$ cat src/rtl/wilk_gray_bank.sv
module wilk_gray_bank #(
  parameter int NCELL = 64,
  parameter int W     = 12,
  localparam int SW   = (NCELL > 1) ? $clog2(NCELL) : 1
) (
  input  logic             clk,
  input  logic             rst_n,
  input  logic             start,
  input  logic [NCELL-1:0] fire,
  input  logic [SW-1:0]    sel,
  output logic             done,
  output logic [W-1:0]     sample
);
  localparam logic [W-1:0] TOP = '1;

  logic             busy;
  logic [W-1:0]     cnt;
  logic [W-1:0]     gray;
  logic [NCELL-1:0] fire_q;
  logic [W-1:0]     codes [NCELL];

  assign gray = cnt ^ (cnt >> 1);

  wire go   = start && !busy;
  wire last = busy && (cnt == TOP);

  always_ff @(posedge clk) begin
    if (!rst_n) begin
      busy   <= 1'b0;
      done   <= 1'b0;
      cnt    <= '0;
      fire_q <= '0;
    end else begin
      fire_q <= fire;
      if (go) begin
        busy <= 1'b1;
        done <= 1'b0;
        cnt  <= '0;
      end else if (last) begin
        busy <= 1'b0;
        done <= 1'b1;
      end else if (busy) begin
        cnt <= cnt + 1'b1;
      end
    end
  end

  for (genvar i = 0; i < NCELL; i++) begin : g_cell
    logic         got;
    logic [W-1:0] code;
    wire hit = fire[i] && !fire_q[i];

    always_ff @(posedge clk) begin
      if (!rst_n) begin
        got  <= 1'b0;
        code <= '0;
      end else if (go) begin
        got <= 1'b0;
      end else if (busy && !got && (hit || last)) begin
        got  <= 1'b1;
        code <= gray;
      end
    end

    assign codes[i] = code;
  end

  always_comb begin
    logic [W-1:0] g;
    g = codes[sel];
    sample[W-1] = g[W-1];
    for (int k = W - 2; k >= 0; k--)
      sample[k] = sample[k+1] ^ g[k];
  end
endmodule


$ cat config.mk
export PLATFORM = sky130hd
export DESIGN_NAME = wilk_gray_bank
export DESIGN_NICKNAME = d
export VERILOG_FILES = /design/src/rtl/wilk_gray_bank.sv
export SDC_FILE = /design/constraint.sdc
export NUM_CORES = 2
export LEC_CHECK = 0
export ABC_AREA = 0
export CAP_MARGIN = 10
export CORE_AREA = 4 4 291 293
export DETAILED_ROUTE_END_ITERATION = 8
export DIE_AREA = 0 0 295 297
export DONT_BUFFER_PORTS = 1
export GPL_ROUTABILITY_DRIVEN = 0
export PLACE_DENSITY = 0.62
export SKIP_LAST_GASP = 1
export SYNTH_ARGS = -nofsm -noshare
export SYNTH_HDL_FRONTEND = slang
export SYNTH_SLANG_ARGS = --single-unit
$ cat constraint.sdc
create_clock -name clk -period 10.9 [get_ports clk]
set_clock_uncertainty 0.1 [all_clocks]
set_input_delay 2.725 -clock clk [delete_from_list [all_inputs] [get_ports clk]]
set_output_delay 2.725 -clock clk [all_outputs]
set_load 0.05 [all_outputs]
==> impl_metrics.env <==
export IMPL_port_buffers=0
export IMPL_synth_fp_nets=3701
export IMPL_finalHoldViolCount=0
export IMPL_worstHoldStart="g_cell[45].got$_SDFFE_PP0P_"
export IMPL_crit_start="sel[0]"
export IMPL_grt_pass1_vias=26490
export IMPL_clk_pin_slew_ns=0.06
export IMPL_vias_per_cell=5.568
export IMPL_post_cts_setup_buffers=0
export IMPL_status="complete, but fails checks"
export IMPL_synth_simple_area_share_pct=15.87
export IMPL_dp_hpwl_um=63570
export IMPL_synth_edf_count=0
export IMPL_synth_area_leader_cell="dfxtp_1"
export IMPL_timing_rr_start="cnt[2]$_SDFFE_PP0P_"
export IMPL_worstMarginPinSlew_ns=3.720
export IMPL_synth_avg_cell_area_um2=11.30
export IMPL_synthDominantCellAreaShare_pct=44.57
export IMPL_syn_to_final_growth_pct=8.645
export IMPL_die_x_um=295
export IMPL_p_leak_nw=19.58
export IMPL_antenna_found_initial=2
export IMPL_max_freq_mhz=105.2
export IMPL_rows=105
export IMPL_dieArea_um2=87620
export IMPL_clock_path_buffers=3
export IMPL_finalSetupViolations=0
export IMPL_drtPass1Iterations=5
export IMPL_crit_required_ns=8.08
export IMPL_violations="max-slew violations"
export IMPL_arrival_ns=6.68
export IMPL_drt_iter0_markers=1680
export IMPL_synth_area_mux_share_pct=30.72
export IMPL_synth_distinct_cells=58
export IMPL_drive_gt1_share_pct=12.02
export IMPL_finalCritPeriodShare_pct=87.20
export IMPL_cts_tree="yes"
export IMPL_netlist_area_um2=40870
export IMPL_hold_path_class="reg2reg"
export IMPL_yosys_top_cells_area="dfxtp_1 45%, mux2i_1 19%, nor2b_1 13%, mux4_2 10%, clkbuf_1 1.7%"
export IMPL_clock_latency_ns=0.65
export IMPL_multiInputGateArea_um2=20900
export IMPL_cp_end_kind="output pin"
export IMPL_synthXorXnorAreaFrac_pct=0.7806
export IMPL_nNetsFinal=3526
export IMPL_synth_async_sr_flop_share_pct=0
export IMPL_htree_levels=3
export IMPL_ant_nets=0
export IMPL_root_buffer="clkbuf_16"
export IMPL_finalWirelength_um=106800
export IMPL_peakVddDrop_mv=0.1954
export IMPL_p_per_area_nw_per_um2=161.0
export IMPL_syn_inst=3617
export IMPL_ys_ff_latch=910
export IMPL_grt_start_max_net_pins=835
export IMPL_rsz0062_at_grt="false"
export IMPL_final_max_slew_violation_count=639
export IMPL_grt_total_usage_pct=24.18
export IMPL_tns_ns=0
export IMPL_cp_start_kind="primary input"
export IMPL_criticalPathCategory="in2out"
export IMPL_register_area_um2=18220
export IMPL_grt_overflow_total=0
export IMPL_critPathMaxFanout=179
export IMPL_numCtsBuffers=97
export IMPL_ios=86
export IMPL_clock_sinks=910
export IMPL_hold_ws_ns=0.3512
export IMPL_initial_core_util_pct=49.94
export IMPL_timing_slew_headroom_pct=-148.0
export IMPL_fillCellCount=6999
export IMPL_vias=25570
export IMPL_ys_warn_count=0
export IMPL_synth_compound_area_share_pct=3.334
export IMPL_synth_adder_area_share_pct=0.3367
export IMPL_drc=0
export IMPL_synth_top_family_by_area="multiplexers"
export IMPL_seq_area_frac_synth_pct=44.57
export IMPL_ys_flop_type="dfxtp_1"
export IMPL_fin_crit_ns=9.505
export IMPL_grt_pass1_wl_um=162700
export IMPL_drv_cap=0
export IMPL_cts_resized=0
export IMPL_avgRoutedWirePerCell_um=23.25
export IMPL_core_area_um2=81850
export IMPL_postCtsHoldBufs=0
export IMPL_die_h_um=297
-- cells in the mapped netlist, drive strengths merged (13+ instances only) --
cell type and number:
mux4 201, xnor2 13, buf 141, inv 69, o21ai 67, nor2 18, mux2i 793, and2 70
nor2b 850, nand2b 67, a21oi 88, a22oi 43, clkbuf 186, nand2 21, xor2 13, dfxtp 910
-- critical path, cell delays in order --
cell	delay, ns
mux4_1	0.44
nor2b_1	0.06
o31a_1	0.29
nor4_1	0.91
a21oi_4	0.06
xor2_2	0.48
xnor3_1	0.81
xnor2_1	0.48
buf_4	0.28
-- power breakdown --
| part | leakage (nW) | switching [mW] | internal, mW |
|---|---|---|---|
| sequential | 7.35 | 0.0114 | 3.35 |
| clock | 1.63 | 1.36 | 2.00 |
| combinational | 10.6 | 0.230 | 0.193 |
-- metal layers --
layer  up-vias  wire length [µm]  part of all wire (%)  GRT usage (%)
met2       567             50610                    47          40.06
met1     12770             47600                    45          32.66
met5         -                 0                     0              0
met3       179              5008                   4.7          3.382
li1      12050                 -                     -              -
met4         0              3558                   3.3          8.105
-- area by class of cell --
cell class / instances / share of cell area [%]
clock inverters: 29 / 0.7664
well taps: 1070 / 3.015
repair buffers: 53 / 0.8960
flip-flops and latches: 910 / 41.03
diodes: 2 / 0.01127
inverters: 70 / 0.5917
clock buffers: 148 / 6.624
multi-input cells: 2310 / 47.06
-- registers in the layout, indices dropped and copies added, names as in the netlist --
register     cells
busy             1
cnt             12
done             1
fire_q          64
g_cell.code    768
g_cell.got      64
-- logic make-up (layout without fill, tap and decap cells) --
family	count (synthesis)	after routing
AOI/OAI and AO/OA	227	227
xor gates and xnor gates	29	29
adders and majority gates	11	11
buffers and inverters	397	300
DFF	910	910
muxes	996	996
other	0	2
and+or+nand+nor	1047	1047
-- cells in the final DEF (no fill, tap or decap), drive strengths merged, types with 2 or more instances in the layout --
cell type / n
a211oi: 7
a21boi: 2
a21oi: 88
a221oi: 5
a22o: 4
a22oi: 43
a31oi: 3
and2: 70
and3: 3
buf: 53
bufinv: 6
clkbuf: 148
clkinv: 21
dfxtp: 910
diode: 2
ha: 11
inv: 72
mux2: 2
mux2i: 793
mux4: 201
nand2: 21
nand2b: 67
nand3: 6
nor2: 18
nor2b: 850
nor4: 5
o21ai: 67
o22ai: 2
or3: 2
xnor2: 13
xnor3: 3
xor2: 13
-- worst paths after layout --
check / end / slack (ns) / depth (start not counted)
max reg2reg: g_cell[57].code[5]$_SDFFE_PN0P_ / 7.60 / 8
min: g_cell[45].got$_SDFFE_PP0P_ / 0.35 / 2
max: sample[6] / 1.39 / 9
min reg2reg: g_cell[45].got$_SDFFE_PP0P_ / 0.35 / 2
-- metrics by stage --
stage          cells  area (µm²)  util, %  setup slack, ns  total power [mW]
2_1_floorplan   3617       40870        -            1.948             3.821
3_3_place_gp    4413       41120    50.24            1.630             3.849
3_5_place_dp    4413       41120    50.24            1.685             3.851
4_1_cts         4590       44400    54.25            1.668             7.202
5_1_grt         4590       44400    54.25            1.462             7.355
6_report        4592       44410    54.25            1.395             7.148
Power figures use the tool's default switching activity.
